[src/rtl/z80_bus_master.sv]
module z80_bus_master #(
  parameter int AW      = 16,
  parameter int DW      = 8,
  parameter int IO_WAIT = 1
) (
  input  logic          clk,
  input  logic          rst_n,
  input  logic          busreq_n,
  input  logic          req_valid,
  input  logic [2:0]    req_kind,
  input  logic [AW-1:0] req_addr,
  input  logic [DW-1:0] req_wdata,
  output logic          req_ready,
  input  logic [DW-1:0] d_in,
  output logic [DW-1:0] d_out,
  output logic          d_oe,
  output logic [AW-1:0] addr,
  output logic          mreq_n,
  output logic          iorq_n,
  output logic          rd_n,
  output logic          wr_n,
  output logic          m1_n,
  output logic          rfsh_n,
  output logic          halt_n,
  output logic          ctl_oe,
  output logic          busack_n,
  output logic          evt_t1,
  output logic          evt_start,
  output logic          evt_data,
  output logic          evt_reset,
  output logic [DW-1:0] rd_data,
  output logic          rd_valid
);

  localparam int WCW = (IO_WAIT > 1) ? $clog2(IO_WAIT + 1) : 1;
  localparam logic [2:0] K_FETCH = 3'd0, K_MRD = 3'd1, K_MWR = 3'd2,
                         K_IORD  = 3'd3, K_IOWR = 3'd4, K_IACK = 3'd5;

  typedef enum logic [2:0] {S_IDLE, S_T1, S_T2, S_TW, S_T3, S_T4, S_GNT} st_t;

  st_t           state;
  logic [2:0]    kind_q;
  logic [AW-1:0] addr_q;
  logic [DW-1:0] wdat_q, rdat_q;
  logic [WCW-1:0] wcnt;
  logic          rst_pend, evt_reset_q, rd_valid_q;

  wire go    = (state == S_IDLE) && busreq_n && req_valid && (req_kind <= K_IACK);
  wire is_io = (kind_q == K_IORD) || (kind_q == K_IOWR) || (kind_q == K_IACK);
  wire is_rd = (kind_q == K_FETCH) || (kind_q == K_MRD) || (kind_q == K_IORD) || (kind_q == K_IACK);
  wire is_wr = (kind_q == K_MWR) || (kind_q == K_IOWR);

  wire s1 = state == S_T1;
  wire s2 = state == S_T2;
  wire sw = state == S_TW;
  wire s3 = state == S_T3;
  wire s4 = state == S_T4;

  always_ff @(posedge clk or negedge rst_n) begin
    if (!rst_n) begin
      state       <= S_IDLE;
      kind_q      <= K_FETCH;
      addr_q      <= '0;
      wdat_q      <= '0;
      wcnt        <= '0;
      rst_pend    <= 1'b1;
      evt_reset_q <= 1'b0;
      rd_valid_q  <= 1'b0;
    end else begin
      evt_reset_q <= rst_pend;
      rst_pend    <= 1'b0;
      rd_valid_q  <= s3 && is_rd;
      case (state)
        S_IDLE: begin
          if (!busreq_n) state <= S_GNT;
          else if (go) begin
            state  <= S_T1;
            kind_q <= req_kind;
            addr_q <= req_addr;
            wdat_q <= req_wdata;
          end
        end
        S_T1: state <= S_T2;
        S_T2: begin
          if (is_io && IO_WAIT > 0) begin
            state <= S_TW;
            wcnt  <= WCW'(IO_WAIT - 1);
          end else state <= S_T3;
        end
        S_TW: begin
          if (wcnt == '0) state <= S_T3;
          else wcnt <= wcnt - 1'b1;
        end
        S_T3: begin
          if (kind_q == K_FETCH) state <= S_T4;
          else if (!busreq_n) state <= S_GNT;
          else state <= S_IDLE;
        end
        S_T4:  state <= busreq_n ? S_IDLE : S_GNT;
        S_GNT: if (busreq_n) state <= S_IDLE;
        default: state <= S_IDLE;
      endcase
    end
  end

  always_ff @(negedge clk or negedge rst_n) begin
    if (!rst_n) rdat_q <= '0;
    else if (s3 && is_rd) rdat_q <= d_in;
  end

  wire fetch = kind_q == K_FETCH;
  wire iack  = kind_q == K_IACK;

  wire a_m1   = (fetch && (s1 || s2 || s3)) || (iack && (s1 || s2 || sw || s3));
  wire a_mreq = !is_io && (s2 || s3);
  wire a_iorq = ((kind_q == K_IORD || kind_q == K_IOWR) && (s2 || sw || s3)) || (iack && (sw || s3));
  wire a_rd   = ((fetch || kind_q == K_MRD) && (s2 || s3)) || (kind_q == K_IORD && (s2 || sw || s3));
  wire a_wr   = (kind_q == K_MWR && s3) || (kind_q == K_IOWR && (s2 || sw || s3));

  assign mreq_n    = ~a_mreq;
  assign iorq_n    = ~a_iorq;
  assign rd_n      = ~a_rd;
  assign wr_n      = ~a_wr;
  assign m1_n      = ~a_m1;
  assign rfsh_n    = ~s4;
  assign halt_n    = 1'b1;
  assign ctl_oe    = state != S_GNT;
  assign busack_n  = state != S_GNT;
  assign d_oe      = is_wr && (s2 || sw || s3);
  assign d_out     = wdat_q;
  assign addr      = addr_q;
  assign req_ready = (state == S_IDLE) && busreq_n;
  assign evt_t1    = s1;
  assign evt_start = s2;
  assign evt_data  = s3;
  assign evt_reset = evt_reset_q;
  assign rd_data   = rdat_q;
  assign rd_valid  = rd_valid_q;

endmodule


[config.mk]
export PLATFORM = sky130hd
export DESIGN_NAME = z80_bus_master
export DESIGN_NICKNAME = d
export VERILOG_FILES = /design/src/rtl/z80_bus_master.sv
export SDC_FILE = /design/constraint.sdc
export NUM_CORES = 1
export LEC_CHECK = 0
export BUFFER_PORTS_ARGS = -buffer_cell sky130_fd_sc_hd__buf_4
export CORE_MARGIN = 2
export CORE_UTILIZATION = 25
export DETAILED_ROUTE_END_ITERATION = 12
export MAX_ROUTING_LAYER = met4
export SETUP_SLACK_MARGIN = 0.05
export SYNTH_ARGS = -nofsm -noshare
export SYNTH_HDL_FRONTEND = slang
export SYNTH_SLANG_ARGS = --single-unit
[constraint.sdc]
create_clock -name clk -period 4.8 [get_ports clk]
set_clock_uncertainty 0.2 [all_clocks]
set_input_delay 0.96 -clock clk [delete_from_list [all_inputs] [get_ports clk]]
set_output_delay 0.96 -clock clk [all_outputs]
set_load 0.02 [all_outputs]
==> flow_summary.toml, run 1 <==
[status]
status = "completed"

[synth]
synth_top_family_by_area = "multiplexers"
syn_area_sq_um = 1890
yosysWarnings = 0
synth_seq_cells = 41
post_synth_xor_area_fraction_pct = 0
synthDistinctLibCells = 34
syn-num-nets = 177
synth_cells = 138
synth.avg_cell_area_sq_um = 13.7
synth-simple-area-share_pct = 8.28
ys_seq_area_share_pct = 54.4
synth-adder-area-share_pct = 0.530
synth_compound_gate_area_share_pct = 7.29
muxShareOfSynthArea_pct = 24.9

[setup_path]
cp-start-kind = "register"
cp_data_arrival_time_ns = 3.25
worstPathCellList = "buf_4"
cpMaxStageDelayCell = "dfrtn_1"
critical-path-top-delay-family = "flip-flops"
crit_fanout = 2
path_buf_inv = 1
required_ns = 3.64
end_kind = "output pin"
critPathKind = "reg -> out"
max_stage_delay_ns = 0.42

[drt]
drtAntennaViolNets = 0
first_pass_iters = 4
num_vias = 1377
wirelength_mm = 4.35
post-route-drc-count = 0
vias_per_cell = 4.26
drt-initial-drc-count = 27
routedWlPerCell_microns = 13.5

[clock_network]
cts_tree = "yes"
insertion_delay_ns = 0.28
cts_buffers = 5
cts_hold_buf = 0
clockBufferDepth = 2
cts_resized = 0
cts_sinks = 41
clk_pin_slew_ns = 0.08
htreeDepth = 2
cts-root-buf = "clkbuf_8"
cts_setup_buffers = 0

[global_route]
grt_usage_pct = 10.8
antenna_found_initial = 0
grt_overflow = 0
grt_max_degree = 33
grt_pass1_vias = 1476
grt_pass1_wl_mm = 7.00

[power_and_ir_drop]
peakVddDrop_mv = 0.245
p_total_mw = 1.89
power.density_nw_per_um2 = 706
p_leak_nw = 1.34

[sta]
hold_ws_ns = 0.197
final.setup.tns_ns = 0
rsz0062_at_grt = "no"
worstMarginPinSlew_ns = 0.542
max_slew_margin_pct = 63.9
fin_ws_ns = 0.387
hold_viol = 0
drv_slew = 0
setup-violations-final = 0

[placement]
io_buffer_count = 85
dp_slack_ns = 0.419
post-place-cells = 315
gp_congestion = 0.817
post-dp-hpwl_mm = 3.19

[cells_and_area]
fin_cells = 323
insertedDiodeCount = 0
syn2layout_area_growth_pct = 41.9
drive_above_1_share_pct = 58.9
fillers = 764
multi_input_area_sq_um = 781
regArea_sq_um = 1030
final_nets = 262

[floorplan]
rows = 31
die_y_microns = 90.9
num_io_pins = 87
dieArea_sq_um = 8260
dieWidth_microns = 90.9
initial_core_util_pct = 25.9
core-area_sq_um = 7290

[flow_run]
drv_cap = 0

[hold_path]
min-delay-path-class = "reg -> reg"
[power breakdown]
part	total (mW)	leakage, nW	internal, mW	switching [mW]
combinational	1.02	0.803	0.516	0.502
sequential	0.654	0.494	0.514	0.141
clock	0.219	0.0450	0.101	0.118
[cells in the final DEF, fill, tap and decap left out, drive strengths merged, types with 2 or more instances in the layout]
master	instances
a211oi	2
a21o	2
a21oi	7
a22oi	2
buf	86
clkbuf	6
clkinv	2
conb	2
dfrtn	8
dfrtp	32
inv	5
mux2	35
nand2	6
nand2b	2
nand3	2
nor2	7
o21ai	5
[state kept, by name (all words and copies together), names as in the netlist]
register   cells
addr          16
d_out          8
evt_reset      1
kind_q         3
rd_data        8
rd_valid       1
rst_pend       1
state          3
[synthesized netlist by cell type, drive strengths merged]
library cell / number / area, sq um
o22ai: 1 / 6.26
nor4b: 1 / 23.8
and2: 1 / 6.26
a21o: 2 / 15.0
o21a: 1 / 7.51
buf: 6 / 53.8
nand3: 2 / 22.5
o211ai: 1 / 7.51
inv: 5 / 18.8
nor2: 7 / 33.8
mux2: 35 / 469
nor3: 1 / 5.00
a21oi: 7 / 35.0
dfrtp: 32 / 801
and3b: 1 / 8.76
maj3: 1 / 10.0
nand2b: 2 / 12.5
nor2b: 1 / 6.26
a211oi: 2 / 15.0
a22oi: 2 / 15.0
nor3b: 1 / 7.51
nand2: 6 / 22.5
dfrtn: 8 / 200
conb: 2 / 7.51
clkbuf: 2 / 7.51
dfstp: 1 / 26.3
o21ai: 5 / 25.0
nand3b: 1 / 7.51
a2111o: 1 / 11.3
[worst paths after layout]
check	start	end	slack [ns]	cells after the start
min in group asynchronous	rst_n	rd_valid	0.29	1
max in group asynchronous	rst_n	rd_data[0]	1.64	1
min	rst_pend	evt_reset	0.20	0
max	rd_data[2]	rd_data[2]	0.39	1
max reg2reg	state[0]	rd_data[6]	0.42	4
min reg2reg	rst_pend	evt_reset	0.20	0
[kinds of logic after synthesis]
kind of cell,after synthesis
multiplexers,35
AO/OA/AOI/OAI,22
buffers and inverters,13
adder cells (fa/ha/maj),1
flip-flops,41
other,2
AND/OR/NAND/NOR,24
[through the flow]
step                instance area (sq um)  utilization (%)
floorplan                            1890                -
global placement                     2600             35.6
detailed placement                   2600             35.6
CTS                                  2680             36.7
global route                         2680             36.7
finish                               2680             36.7
[final cells by class]
class                   instances  area share [%]
flip-flops and latches         41            38.3
well taps                      99            4.62
inverters                       5           0.701
multi-input cells              84            29.1
repair buffers                 86            24.1
clock inverters                 2           0.374
clock buffers                   6            2.71
[worst register-to-register path: stages, from the launching register on]
cell	delay, ns
dfrtp_1	0.53
nor2_1	0.25
nand2_1	0.18
nor2_4	0.30
mux2_2	0.38
[routing by layer]
layer  global-route usage [%]  vias up  part of all wire, %
li1                         -      648                    -
met1                     12.2      674                   42
met2                     18.7       50                   51
met3                     3.34        5                  6.3
met4                     2.65        0                 0.60
met5                        -        -                    0
(Power assumes the default switching activity.)
==> run 2: changes to the inputs <==
--- a/config.mk
+++ b/config.mk
@@ -10,6 +10,7 @@
 export CORE_UTILIZATION = 25
 export DETAILED_ROUTE_END_ITERATION = 12
 export MAX_ROUTING_LAYER = met4
+export PLACE_DENSITY = 0.48
 export SETUP_SLACK_MARGIN = 0.05
 export SYNTH_ARGS = -nofsm -noshare
 export SYNTH_HDL_FRONTEND = slang
==> run 2 against run 1 <==
Via count fell by 0.87%. Worst hold slack got worse by 0.0065 ns. Combinational power about the same. Final area fell by 0.37%. Largest power group unchanged. Highest routed layer unchanged.
==> flow_summary.toml, run 2 (synthesis gave the netlist of run 1 again) <==
[global_route]
grt_usage_pct = 10.9
grt_max_degree = 42
grt_pass1_wl_mm = 6.92
grt_overflow = 0
antenna_found_initial = 0
grt_pass1_vias = 1406

[placement]
post-dp-hpwl_mm = 3.18
dp_slack_ns = 0.465
gp_congestion = 0.796
io_buffer_count = 85
placed_area_sq_um = 2590

[floorplan]
dieArea_sq_um = 8260
dieWidth_microns = 90.9
die_y_microns = 90.9
rows = 31
core-area_sq_um = 7290
initial_core_util_pct = 25.9
num_io_pins = 87

[setup_path]
critPathLaunch = "rd_data[5]"
cp_data_arrival_time_ns = 3.26
worstPathCellList = "buf_4"
crit_fanout = 2
cp-start-kind = "register"
path_buf_inv = 1
reg2reg_from = "state[0]"
end_kind = "output pin"
max_stage_delay_ns = 0.43
critical-path-top-delay-family = "flip-flops"
critPathKind = "reg -> out"
cpMaxStageDelayCell = "dfrtn_1"
required_ns = 3.64

[power_and_ir_drop]
p_leak_nw = 1.33
power.density_nw_per_um2 = 710
p_total_mw = 1.89
peakVddDrop_mv = 0.206

[cells_and_area]
layout.cells.most_common_list = "85 x buf_4, 32 x dfrtp_1, 20 x mux2_4"
insertedDiodeCount = 0
largest_reg_flops = 16
final_nets = 261
final_common_cell = "buf_4"
syn2layout_area_growth_pct = 41.4
drive_above_1_share_pct = 57.8
final_area_sq_um = 2670
final_util_pct = 36.6

[sta]
drv_slew = 0
worstMarginPinSlew_ns = 0.540
hold_viol = 0
fin_ws_ns = 0.377
rsz0062_at_grt = "no"
max_slew_margin_pct = 64.0
setup-violations-final = 0
final.setup.tns_ns = 0

[clock_network]
insertion_delay_ns = 0.28
cts_resized = 0
clockBufferDepth = 2
cts_setup_buffers = 0
cts_hold_buf = 0
cts_sinks = 41
cts_tree = "yes"
cts-root-buf = "clkbuf_8"
cts_buffers = 5
htreeDepth = 2
clk_pin_slew_ns = 0.07

[drt]
routedWlPerCell_microns = 13.5
num_vias = 1365
wirelength_mm = 4.36
drt-initial-drc-count = 41
vias_per_cell = 4.24
first_pass_iters = 4
post-route-drc-count = 0
drtAntennaViolNets = 0

[hold_path]
hp-start = "rst_pend"
min-delay-path-class = "reg -> reg"

[status]
status = "completed"

[flow_run]
drv_cap = 0
-- run 2: changes by cell type in the layout (fill, tap and decap cells not counted), sizes merged --
cell,previous run,this run
clkinv,2,0
clkbuf,6,8
buf,86,85
-- run 2: path summary, 6_finish.rpt --
kind,end,slack [ns],cells past startpoint
worst max register to register,rd_data[1],0.47,4
worst max-delay path,rd_data[5],0.38,1
max in group asynchronous,rd_data[5],1.28,1
min in group asynchronous,addr[5],0.45,1
worst min register to register,evt_reset,0.19,0
worst min-delay path,evt_reset,0.19,0
-- run 2: routing by layer --
metal	wire length [microns]	track usage [%]	part of all wire, %
met1	1970	14.0	45
met4	61	3.79	1.4
met5	0	-	0
met3	331	3.34	7.6
met2	2000	16.4	46
-- run 2: layout make-up --
cell class | instances | area (sq um)
clock buffers | 8 | 80.1
flip-flops and latches | 41 | 1030
multi-input cells | 84 | 781
well taps | 99 | 124
inverters | 5 | 18.8
repair buffers | 85 | 638
fillers | 778 | 4620
-- run 2: power breakdown --
part,switching (mW),leakage (nW),internal (mW)
Sequential,0.142,0.494,0.514
Combinational,0.509,0.798,0.515
Clock,0.111,0.0395,0.103
-- run 2: metrics by stage --
step                      std cells  hold WS [ns]
final                           322         0.191
after global routing            322         0.201
after CTS                       322         0.192
after detailed placement        314         0.181
after global placement          314         0.180
after floorplan                 138         0.179
